$ cat src/rtl/pfx_skip_pkg.sv
package pfx_skip_pkg;
  localparam int INSN_W = 16;

  typedef enum logic [2:0] {
    K_ALU, K_COND, K_MEM, K_XLD, K_BRA, K_PFX, K_XINS
  } insn_kind_e;

  function automatic insn_kind_e classify(input logic [INSN_W-1:0] w);
    insn_kind_e k;
    case (w[15:14])
      2'b00: k = K_ALU;
      2'b01: k = K_COND;
      2'b10: k = K_MEM;
      default: begin
        case (w[13:12])
          2'b00:   k = K_XLD;
          2'b01:   k = K_BRA;
          2'b10:   k = K_PFX;
          default: k = K_XINS;
        endcase
      end
    endcase
    return k;
  endfunction
endpackage

$ cat src/rtl/pfx_accum.sv
module pfx_accum #(
  parameter int DATA_W = 32,
  parameter int PFX_W  = 12
) (
  input  logic              clk,
  input  logic              rst_n,
  input  logic              push,
  input  logic              clr,
  input  logic [PFX_W-1:0]  lit,
  input  logic              rs_load,
  input  logic [DATA_W-1:0] rs_acc,
  input  logic              rs_seen,
  output logic [DATA_W-1:0] acc,
  output logic              seen
);
  localparam int KEEP_W = DATA_W - PFX_W;

  always_ff @(posedge clk or negedge rst_n) begin
    if (!rst_n) begin
      acc  <= '0;
      seen <= 1'b0;
    end else if (rs_load) begin
      acc  <= rs_acc;
      seen <= rs_seen;
    end else if (push) begin
      acc  <= {acc[KEEP_W-1:0], lit};
      seen <= 1'b1;
    end else if (clr) begin
      acc  <= '0;
      seen <= 1'b0;
    end
  end


  pushed_lit_lands_low_chk: assert property (@(posedge clk) disable iff (!rst_n)
    (push && !rs_load) |=> (seen && acc[PFX_W-1:0] == $past(lit)));
endmodule

$ cat src/rtl/skip_track.sv
module skip_track (
  input  logic clk,
  input  logic rst_n,
  input  logic cond_fire,
  input  logic cond_pass,
  input  logic real_fire,
  input  logic rs_load,
  input  logic rs_skip,
  output logic skip_q
);
  always_ff @(posedge clk or negedge rst_n) begin
    if (!rst_n)         skip_q <= 1'b0;
    else if (rs_load)   skip_q <= rs_skip;
    else if (cond_fire) skip_q <= skip_q | ~cond_pass;
    else if (real_fire) skip_q <= 1'b0;
  end


  failed_test_arms_skip_chk: assert property (@(posedge clk) disable iff (!rst_n)
    (cond_fire && !cond_pass && !rs_load) |=> skip_q);


  pass_keeps_prior_skip_chk: assert property (@(posedge clk) disable iff (!rst_n)
    (cond_fire && skip_q && !rs_load) |=> skip_q);
endmodule

$ cat src/rtl/field_extend.sv
module field_extend
  import pfx_skip_pkg::*;
#(
  parameter int DATA_W  = 32,
  parameter int SHORT_W = 4,
  parameter int LONG_W  = 12
) (
  input  logic [INSN_W-1:0] insn,
  input  insn_kind_e        kind,
  input  logic [DATA_W-1:0] acc,
  input  logic              seen,
  output logic [DATA_W-1:0] imm
);
  localparam int SKEEP = DATA_W - SHORT_W;
  localparam int LKEEP = DATA_W - LONG_W;

  logic [DATA_W-1:0] short_plain, short_pfx, long_zero, long_sign, long_pfx;

  always_comb begin
    short_plain = {{SKEEP{1'b0}}, insn[SHORT_W-1:0]};
    short_pfx   = {acc[SKEEP-1:0], insn[SHORT_W-1:0]};
    long_zero   = {{LKEEP{1'b0}}, insn[LONG_W-1:0]};
    long_sign   = {{LKEEP{insn[LONG_W-1]}}, insn[LONG_W-1:0]};
    long_pfx    = {acc[LKEEP-1:0], insn[LONG_W-1:0]};
    case (kind)
      K_BRA:   imm = seen ? long_pfx : long_sign;
      K_XINS:  imm = seen ? long_pfx : long_zero;
      K_PFX:   imm = '0;
      default: imm = seen ? short_pfx : short_plain;
    endcase
  end
endmodule

$ cat src/rtl/pfx_skip_decoder.sv
module pfx_skip_decoder
  import pfx_skip_pkg::*;
#(
  parameter int DATA_W  = 32,
  parameter int PFX_W   = 12,
  parameter int SHORT_W = 4,
  parameter int LONG_W  = 12
) (
  input  logic              clk,
  input  logic              rst_n,
  input  logic              in_valid,
  output logic              in_ready,
  input  logic [15:0]       in_insn,
  input  logic              cond_pass,
  output logic              out_valid,
  input  logic              out_ready,
  output logic [15:0]       out_insn,
  output logic [DATA_W-1:0] out_imm,
  output logic              out_exec,
  output logic [DATA_W-1:0] sv_acc,
  output logic              sv_seen,
  output logic              sv_skip,
  input  logic              rs_load,
  input  logic [DATA_W-1:0] rs_acc,
  input  logic              rs_seen,
  input  logic              rs_skip
);
  insn_kind_e        kind;
  logic              accept, pfx_fire, cond_fire, real_fire, emit;
  logic [DATA_W-1:0] acc, imm_next;
  logic              seen, skip_q;

  assign kind      = classify(in_insn);
  assign in_ready  = (!out_valid || out_ready) && !rs_load;
  assign accept    = in_valid && in_ready;
  assign pfx_fire  = accept && (kind == K_PFX);
  assign cond_fire = accept && (kind == K_COND);
  assign real_fire = accept && (kind != K_PFX) && (kind != K_COND);
  assign emit      = cond_fire || real_fire;

  pfx_accum #(.DATA_W(DATA_W), .PFX_W(PFX_W)) u_acc (
    .clk(clk), .rst_n(rst_n), .push(pfx_fire), .clr(emit),
    .lit(in_insn[PFX_W-1:0]), .rs_load(rs_load), .rs_acc(rs_acc),
    .rs_seen(rs_seen), .acc(acc), .seen(seen)
  );

  skip_track u_skip (
    .clk(clk), .rst_n(rst_n), .cond_fire(cond_fire), .cond_pass(cond_pass),
    .real_fire(real_fire), .rs_load(rs_load), .rs_skip(rs_skip), .skip_q(skip_q)
  );

  field_extend #(.DATA_W(DATA_W), .SHORT_W(SHORT_W), .LONG_W(LONG_W)) u_ext (
    .insn(in_insn), .kind(kind), .acc(acc), .seen(seen), .imm(imm_next)
  );

  always_ff @(posedge clk or negedge rst_n) begin
    if (!rst_n) begin
      out_valid <= 1'b0;
      out_insn  <= '0;
      out_imm   <= '0;
      out_exec  <= 1'b0;
    end else if (emit) begin
      out_valid <= 1'b1;
      out_insn  <= in_insn;
      out_imm   <= imm_next;
      out_exec  <= cond_fire ? 1'b1 : !skip_q;
    end else if (out_ready) begin
      out_valid <= 1'b0;
    end
  end

  assign sv_acc  = acc;
  assign sv_seen = seen;
  assign sv_skip = skip_q;


  stall_holds_output_chk: assert property (@(posedge clk) disable iff (!rst_n)
    (out_valid && !out_ready) |=>
      (out_valid && $stable(out_insn) && $stable(out_imm) && $stable(out_exec)));


  prefix_no_output_chk: assert property (@(posedge clk) disable iff (!rst_n)
    (pfx_fire && out_ready) |=> !out_valid);


  cond_never_squashed_chk: assert property (@(posedge clk) disable iff (!rst_n)
    (out_valid && out_insn[15:14] == 2'b01) |-> out_exec);


  real_clears_state_chk: assert property (@(posedge clk) disable iff (!rst_n)
    (real_fire && !rs_load) |=> (!sv_seen && !sv_skip && sv_acc == '0));


  restore_blocks_input_chk: assert property (@(posedge clk) disable iff (!rst_n)
    rs_load |=> (sv_acc == $past(rs_acc) && sv_skip == $past(rs_skip)));
endmodule

$ cat config.mk
export PLATFORM = sky130hd
export DESIGN_NAME = pfx_skip_decoder
export DESIGN_NICKNAME = d
export VERILOG_FILES = /design/src/rtl/pfx_skip_pkg.sv /design/src/rtl/pfx_accum.sv /design/src/rtl/skip_track.sv /design/src/rtl/field_extend.sv /design/src/rtl/pfx_skip_decoder.sv
export SDC_FILE = /design/constraint.sdc
export NUM_CORES = 1
export LEC_CHECK = 0
export ABC_AREA = 1
export ABC_CLOCK_PERIOD_IN_PS = 3670
export BUFFER_PORTS_ARGS = -buffer_cell sky130_fd_sc_hd__buf_4
export CAP_MARGIN = 5
export CELL_PAD_IN_SITES_DETAIL_PLACEMENT = 1
export CELL_PAD_IN_SITES_GLOBAL_PLACEMENT = 1
export CORE_UTILIZATION = 38
export CTS_CLUSTER_DIAMETER = 100
export DETAILED_ROUTE_END_ITERATION = 16
export PLACE_DENSITY_LB_ADDON = 0.1
export SYNTH_ARGS = -nofsm -noshare
export SYNTH_HDL_FRONTEND = slang
export SYNTH_SLANG_ARGS = --single-unit
$ cat constraint.sdc
create_clock -name clk -period 3.67 [get_ports clk]
set_clock_uncertainty 0.2 [all_clocks]
set_input_delay 0.5505 -clock clk [delete_from_list [all_inputs] [get_ports clk]]
set_output_delay 0.5505 -clock clk [all_outputs]
set_load 0.1 [all_outputs]
==> After elaboration in Yosys (flattened, before gate mapping) <==
Index checks and enable logic that the tools add are counted.
{ "classes": {"n_eq_ne": 10, "muxes": 18, "bitwise": 2, "reduce_logical": 16} }
{ "ops": {"columns": ["cell", "count"], "rows": [
  ["32-bit two-way mux", 6],
  ["32-bit one-hot mux with 3 select lines", 1],
  ["3-bit one-hot mux with 3 select lines", 2],
  ["3-bit equality test (second input constant)", 3],
  ["1-bit two-way mux", 9],
  ["1-bit logical AND", 6],
  ["3-bit nonzero test", 2],
  ["2-bit by 1-bit equality test with 1-bit output (second input constant)", 2],
  ["2-bit equality test (second input constant)", 2],
  ["2-bit zero test", 2],
  ["3-bit by 1-bit equality test with 1-bit output (second input constant)", 1],
  ["1-bit zero test", 3],
  ["3-bit by 1-bit inequality test with 1-bit output (second input constant)", 1],
  ["3-bit inequality test (second input constant)", 1],
  ["1-bit logical OR", 2],
  ["2-bit nonzero test", 1],
  ["1-bit inverter", 1],
  ["1-bit OR", 1]
]} }
{ "word_totals": {"register_bits": 84, "in_bits": 56, "out_inout_bits": 85} }

==> Longest topological paths before layout <==
Gate-level depths: netlist (run 1).
{ "logic_depth": {"depth_word": 10, "depth_mapped": 10, "mapped_depth_nobuf": 9} }

==> Modules after synthesis <==
Synthesis (run 1) repeated with hierarchy kept, for this count alone.
{ "hier_totals": {"hier_cells": 677, "hier_area_um2": 4808.4} }
{ "by_module_without_submodules": {"columns": ["mod", "instances", "cells_each", "area_each_um2", "seq_area_each_um2"], "rows": [
  ["pfx_skip_decoder", 1, 242, 2199.6, 1251.2],
  ["pfx_accum", 1, 281, 1858.0, 825.8],
  ["field_extend", 1, 144, 688.2, 0.0],
  ["skip_track", 1, 10, 62.6, 25.0]
]} }

==> Least setup slack after synthesis (run 1) <==
Ideal clock, no wire load.
{ "synth_timing": {"path_type": "register to output", "from": "register out_valid", "to": "output in_ready", "t_arrival_ns": 1.640, "required_ns": 2.919, "setup_slack_ns": 1.280, "path_stages_with_launch": 4, "cell_sequence": "dfrtp_1 -> nand2_1 -> nand2_1 -> inv_1"} }
{ "synth_via": {"elab_chain_len": 3} }
{ "synth_rtl": {"columns": ["element", "line_no", "rtl"], "rows": [
  ["start, declared", "pfx_skip_decoder.sv:15", "output logic out_valid,"],
  ["start signal, assigned", "pfx_skip_decoder.sv:58", "out_valid <= 1'b0;"],
  ["start signal, assigned", "pfx_skip_decoder.sv:63", "out_valid <= 1'b1;"],
  ["start signal, assigned", "pfx_skip_decoder.sv:68", "out_valid <= 1'b0;"],
  ["1-bit zero test", "pfx_skip_decoder.sv:34", "assign in_ready = (!out_valid || out_ready) && !rs_load;"],
  ["1-bit logical OR", "pfx_skip_decoder.sv:34", null],
  ["1-bit logical AND", "pfx_skip_decoder.sv:34", null],
  ["end, declared", "pfx_skip_decoder.sv:12", "output logic in_ready,"]
]} }
Every way passes these cells.

==> Worst setup path in the final report (run 1) <==
{ "layout_timing": {"from": "input in_insn[12]", "to": "register out_imm[27]"} }
{ "layout_via": {"elab_chain_len": 7, "word_cells_on_any_way": 16, "classes_between": "eq/ne (8); mux (3); reduce/logical (5)"} }
{ "layout_rtl": {"columns": ["element", "line_no", "rtl"], "rows": [
  ["start, declared", "pfx_skip_decoder.sv:13", "input logic [15:0] in_insn,"],
  ["2-bit equality test (tied with other cells)", "pfx_skip_pkg.sv:15", "case (w[13:12])"],
  ["3-bit one-hot mux with 3 select lines (*)", "pfx_skip_pkg.sv:15", null],
  ["3-bit one-hot mux with 3 select lines (*)", "pfx_skip_pkg.sv:10", "case (w[15:14])"],
  ["3-bit inequality test", "pfx_skip_decoder.sv:38", "assign real_fire = accept && (kind != K_PFX) && (kind != K_COND);"],
  ["1-bit logical AND (2 in series)", "pfx_skip_decoder.sv:38", null],
  ["1-bit logical OR", "pfx_skip_decoder.sv:39", "assign emit = cond_fire || real_fire;"],
  ["end signal, assigned", "pfx_skip_decoder.sv:65", "out_imm <= imm_next;"],
  ["end, declared", "pfx_skip_decoder.sv:18", "output logic [DATA_W-1:0] out_imm,"]
]} }
Every way passes the cells marked *; elsewhere a longest branch is shown, timed or not.
A chain may end at the register's enable or synchronous reset.

==> out/metrics.yaml, run 1 <==
critical_path:
  worst-r2r-cell-count: 7
  rr_endpoint: "out_imm[1]$_DFFE_PN0P_"
  critPathCaptureType: "register"
  worstSetupEndpoint: "out_imm[27]$_DFFE_PN0P_"
  timing.rr.start: "out_valid$_DFFE_PN0P_"
  startpoint_type: "input pin"
  path_max_fanout: 20
  arrival_ns: 2.60
  ff2ff_setup_slack_ns: 1.40
  cp.required_ns: 3.78
  path_class: "input pin to register"
  critPathLaunch: "in_insn[12]"
synth:
  ys_warn_count: 0
  synth_top_area_share_pct: 50.1
  synth.distinct_cells: 20
  synthXorXnorAreaFrac_pct: 0
  syn_nets: 628
  ys_ff_latch: 84
  synthAdderAreaFrac_pct: 0.596
  synth_top_family_by_area: "simple AND/OR/NAND/NOR gates"
  synthSimpleGateAreaFrac_pct: 39.4
  synthCells: 570
  postSynthAreaPerCell_um2: 7.37
  seq_area_frac_synth_pct: 50.1
  yosys-mux-area-fraction_pct: 0
  synth_top_cell_by_area: "dfrtp_1"
  synth_area_leaders: "dfrtp_1, nand2_1, nand3_1"
  syn_area_mm2: 0.00420
  synth_compound_area_share_pct: 1.55
timing:
  max-slew-margin-rel_pct: 37.7
  layout_min_cycle_time_ns: 2.49
  grt_setup_unrepaired: "no"
  fmax_mhz: 401
  fin_tns_setup_ns: 0
  layout_setup_ws_ns: 1.18
  slew_violations: 0
  hold_viol_final: 0
  finalCritPeriodShare_pct: 67.9
  whs_ns: 0.200
  setup_viol: 0
  max_slew.worst_pin.slew_ns: 0.932
floorplanning:
  core_area_mm2: 0.0108
  initial_core_util_pct: 38.9
  dieHeight_um: 107
  num_rows: 38
  die_x_um: 107
  ioPinCount: 141
  die_area_mm2: 0.0115
placement:
  dpl_cell_area_mm2: 0.00525
  hpwlAfterDp_um: 9960
  dp.cells: 822
  pre_cts_slack_ns: 0.855
  portBuffers: 140
  place_congestion: 0.804
job:
  cap_violations: 0
routing:
  ant_nets: 0
  vias: 4229
  routed_via_density: 5.04
  first_pass_iters: 5
  drt_iter0_drc: 151
  drc: 0
  wl_per_cell_um: 16.8
  drt-total-wl_um: 14100
layout:
  fin_util_pct: 50.8
  syn2layout_area_growth_pct: 30.5
  antenna_cells: 0
  drive_above_1_share_pct: 24.5
  nNetsFinal: 752
  final_area_mm2: 0.00548
  stdcell_count: 839
global_route:
  grt_pass1_wl_um: 22700
  grt_use_total_pct: 26.1
  overflow: 0
  grt_pass1_vias: 4390
  grt_max_degree: 52
  antenna_found_initial: 0
clocking:
  cts_max_path_buffers: 2
  cts_made_buffers: 9
  cts-root-buf: "clkbuf_8"
  htreeDepth: 3
  worstSkewPairLatency_ns: 0.36
  cts_setup_buffers: 0
  tritoncts: "built"
  cts_sinks: 84
  clk_pin_slew_ns: 0.09
power:
  power_mw: 3.41
  max-vdd-ir-drop_v: 0.000299
  p_leak_nw: 3.05
  p_per_area_mw_per_mm2: 623
min_path:
  holdCritPathClass: "input pin to register"
  hold_depth: 3
status:
  status: "finished clean"
==> critical path: stages <==
cell	delay [ns]
buf_4	0.08
inv_1	0.05
ha_1	0.28
nor2_4	0.30
nand4_1	0.78
nand3_1	0.39
nand2_1	0.09
nand2_1	0.06
==> cell type report <==
cell class	instances	area, um^2
fillers	1392	5320
flip-flops and latches	84	2100
multi-input cells	419	1740
repair buffers	147	1120
well taps	140	175
clock buffers	9	124
inverters	33	124
clock inverters	7	91.3
==> flip-flops by register name (all words and copies together) (netlist names) <==
signal,count
out_valid,1
u_skip.skip_q,1
u_acc.seen,1
out_imm,32
out_exec,1
u_acc.acc,32
out_insn,16
==> per-layer routing <==
layer / global-route usage, % / vias up / part of all wire (%)
li1: - / 2000 / -
met5: 0 / - / 0
met2: 46.0 / 106 / 51
met3: 4.98 / 17 / 5.0
met1: 31.8 / 2106 / 42
met4: 8.41 / 0 / 1.6
==> logic make-up after synthesis <==
logic type	after synthesis
compound gates	13
fa+ha+maj	2
buf+inv	67
flops	84
simple gates	404
==> worst min-delay path by stage <==
stage | from | to | slack, ns
floorplan | rst_n | out_exec$_DFFE_PN0P_ | 0.05
global placement | out_imm[28]$_DFFE_PN0P_ | out_imm[28]$_DFFE_PN0P_ | 0.26
detailed placement | out_insn[3]$_DFFE_PN0P_ | out_insn[3]$_DFFE_PN0P_ | 0.27
CTS | in_insn[3] | u_acc.acc[3]$_DFFE_PN0P_ | 0.18
global route | in_insn[3] | u_acc.acc[3]$_DFFE_PN0P_ | 0.20
finish | in_insn[3] | u_acc.acc[3]$_DFFE_PN0P_ | 0.20
==> layout by cell type (no fill, tap or decap) <==
master	instances
nand2_1	291
buf_4	145
dfrtp_1	84
nand3_1	54
nor2_1	43
inv_1	30
nand4_1	10
o21ai_0	9
clkbuf_8	9
inv_2	3
o21ai_1	3
clkinv_2	3
nor2_4	2
ha_1	2
bufinv_16	2
nand4_4	1
nand3_2	1
nand2_2	1
nor2_2	1
a21oi_1	1
clkinvlp_4	1
clkinv_4	1
dlygate4sd3_1	1
buf_12	1
==> cells in the mapped netlist <==
| library cell | n |
|---|---|
| nand3_1 | 54 |
| clkbuf_1 | 4 |
| nand4_4 | 1 |
| nand3_2 | 1 |
| o21ai_1 | 3 |
| inv_2 | 3 |
| buf_6 | 10 |
| buf_4 | 1 |
| o21ai_0 | 9 |
| nand2_2 | 1 |
| nor2_4 | 2 |
| nand2_1 | 291 |
| ha_1 | 2 |
| nor2_2 | 1 |
| buf_2 | 19 |
| a21oi_1 | 1 |
| nor2_1 | 43 |
| nand4_1 | 10 |
| dfrtp_1 | 84 |
| inv_1 | 30 |
==> where the power goes <==
part	internal (mW)	total (mW)	switching, mW
clock network	0.381	0.737	0.357
registers	1.05	1.16	0.106
logic	0.294	1.52	1.22
==> timing repair <==
action / in CTS / in global routing
hold buffers: 1 / 0
endpoints found under the setup margin: 0 / 0
gates resized for setup: 0 / 0
hold endpoints to repair: 36 / 0
(Power assumes the default switching activity.)
==> run 2: changes to the inputs <==
--- a/config.mk
+++ b/config.mk
@@ -6,12 +6,12 @@
 export NUM_CORES = 1
 export LEC_CHECK = 0
 export ABC_AREA = 1
-export ABC_CLOCK_PERIOD_IN_PS = 3670
+export ABC_CLOCK_PERIOD_IN_PS = 2360
 export BUFFER_PORTS_ARGS = -buffer_cell sky130_fd_sc_hd__buf_4
 export CAP_MARGIN = 5
 export CELL_PAD_IN_SITES_DETAIL_PLACEMENT = 1
 export CELL_PAD_IN_SITES_GLOBAL_PLACEMENT = 1
-export CORE_UTILIZATION = 38
+export CORE_UTILIZATION = 35
 export CTS_CLUSTER_DIAMETER = 100
 export DETAILED_ROUTE_END_ITERATION = 16
 export PLACE_DENSITY_LB_ADDON = 0.1
==> constraint.sdc (replaced) <==
create_clock -name clk -period 2.36 [get_ports clk]
set_clock_uncertainty 0.2 [all_clocks]
set_input_delay 0.354 -clock clk [delete_from_list [all_inputs] [get_ports clk]]
set_output_delay 0.354 -clock clk [all_outputs]
set_load 0.1 [all_outputs]
==> out/metrics.yaml, run 2 (synthesis gave the netlist of run 1 again) <==
status:
  status: "complete, but fails checks"
  violations: "DRC"
critical_path:
  crit_buf_inv: 2
  cp.required_ns: 2.44
  cp_slowest_cell: "nor2_2"
  arrival_ns: 2.11
  path_delay_family: "simple AND/OR/NAND/NOR gates"
  startpoint_type: "register"
  crit_chain: "nand2_1 > nand3_2 > inv_2 > nor2_2 > buf_4 > nand2_1 > nand3_1"
  critPathCaptureType: "register"
  ff2ff_setup_slack_ns: 0.33
  path_max_fanout: 18
  cp_common_cell: "nand2_1"
  critical-path-max-stage-delay_ns: 0.63
  path_class: "register to register"
routing:
  top_layer: "met4"
  wl_met1_um: 6040
  drt_iter0_drc: 162
  vias: 4194
  drc: 4
  dr_wl_met3_um: 764
  routed_via_density: 4.94
  ant_nets: 0
  wl_per_cell_um: 16.7
  drt-total-wl_um: 14200
  wl_met2_um: 7310
  first_pass_iters: 13
global_route:
  grt_max_degree: 49
  grt_pass1_wl_um: 23000
  grt_use_total_pct: 23.9
  grt_pass1_vias: 4408
  antenna_found_initial: 0
  overflow: 0
placement:
  portBuffers: 140
  place_congestion: 0.808
  hpwlAfterDp_um: 10300
  dp.cells: 833
  dpl_cell_area_mm2: 0.00535
layout:
  nNetsFinal: 760
  n_fill_cell: 1476
  drive_above_1_share_pct: 24.8
  stdcell_count: 849
  reg.largest.list: "out_imm x32, u_acc.acc x32, out_insn x16"
  syn2layout_area_growth_pct: 34.5
  final-seq-area_mm2: 0.00210
  final_area_mm2: 0.00565
  antenna_cells: 0
  most-common-layout-cells: "nand2_1, buf_4, dfrtp_1"
  final_common_cell: "nand2_1"
  multi_input_area_mm2: 0.00174
power:
  max-vdd-ir-drop_v: 0.000666
  p_per_area_mw_per_mm2: 991
  p_leak_nw: 3.13
timing:
  fin_tns_setup_ns: 0
  hold_viol_final: 0
  setup_viol: 0
  finalCritPeriodShare_pct: 86.0
  grt_setup_unrepaired: "no"
  max_slew.worst_pin.slew_ns: 0.843
  fmax_mhz: 493
  max-slew-margin-rel_pct: 43.7
  slew_violations: 0
  layout_min_cycle_time_ns: 2.03
clocking:
  cts_sinks: 84
  cts-hold-fix-buffers: 1
  ctsResizeCount: 0
  clk_pin_slew_ns: 0.06
  cts-root-buf: "clkbuf_16"
  tritoncts: "built"
  cts_max_path_buffers: 2
  worstSkewPairLatency_ns: 0.35
  htreeDepth: 3
  cts_made_buffers: 9
  cts_setup_buffers: 0
floorplanning:
  num_rows: 39
  die_x_um: 112
  die_area_mm2: 0.0124
  ioPinCount: 141
  dieHeight_um: 112
  initial_core_util_pct: 36.3
  core_area_mm2: 0.0116
job:
  cap_violations: 0
min_path:
  holdCritPathClass: "input pin to register"
-- run 2: changes by cell type in the layout (fill, tap and decap cells not counted), sizes merged --
cell	before	now
buf	146	154
clkbuf	9	13
clkinv	4	1
bufinv	2	1
clkinvlp	1	0
-- run 2: power breakdown --
part           internal (mW)  switching [mW]  total, mW
Combinational          0.471            1.90       2.38
Clock                  0.843           0.574       1.42
Sequential              1.64           0.166       1.80
Total                   2.95            2.64       5.60
-- run 2: final timing paths --
| path | from | endpoint | cells past startpoint |
|---|---|---|---|
| hold reg to reg | out_imm[16]$_DFFE_PN0P_ | out_imm[16]$_DFFE_PN0P_ | 2 |
| min in group asynchronous | rst_n | u_acc.acc[29]$_DFFE_PN0P_ | 2 |
| setup / recovery | out_valid$_DFFE_PN0P_ | u_acc.acc[4]$_DFFE_PN0P_ | 7 |
| max in group asynchronous | rst_n | out_imm[15]$_DFFE_PN0P_ | 3 |
| hold / removal | rs_acc[28] | u_acc.acc[28]$_DFFE_PN0P_ | 3 |
| setup reg to reg | out_valid$_DFFE_PN0P_ | u_acc.acc[4]$_DFFE_PN0P_ | 7 |
-- run 2: cell type report --
type / instances / area share [%]
Sequential cell: 84 / 37.2
Clock inverter: 2 / 0.620
Clock buffer: 13 / 4.43
Multi-Input combinational cell: 419 / 30.9
Inverter: 33 / 2.19
Tap cell: 143 / 3.17
Timing Repair Buffer: 155 / 21.5
-- run 2: routing by layer --
layer  global-route usage (%)  vias to the layer above
li1                         -                     2012
met4                     3.96                        0
met2                     42.4                       99
met1                     29.0                     2077
met5                        0                        -
met3                     7.29                        6
-- run 2: per-stage QoR --
stage	utilization, %	setup slack, ns	hold slack (ns)	total power [mW]
after floorplan	-	0.166	-0.142	3.60
after global placement	46.3	0.291	0.146	4.18
after detailed placement	46.3	0.164	0.149	4.21
after CTS	48.8	0.317	0.0155	5.64
after global routing	48.8	0.240	0.0191	5.80
final	48.8	0.330	0.0223	5.60
-- run 2: worst register-to-register path: stages, from the launching register on --
cell	delay [ns]
dfrtp_1	0.35
nand2_1	0.10
nand3_2	0.08
inv_2	0.05
nor2_2	0.63
buf_4	0.35
nand2_1	0.10
nand3_1	0.10
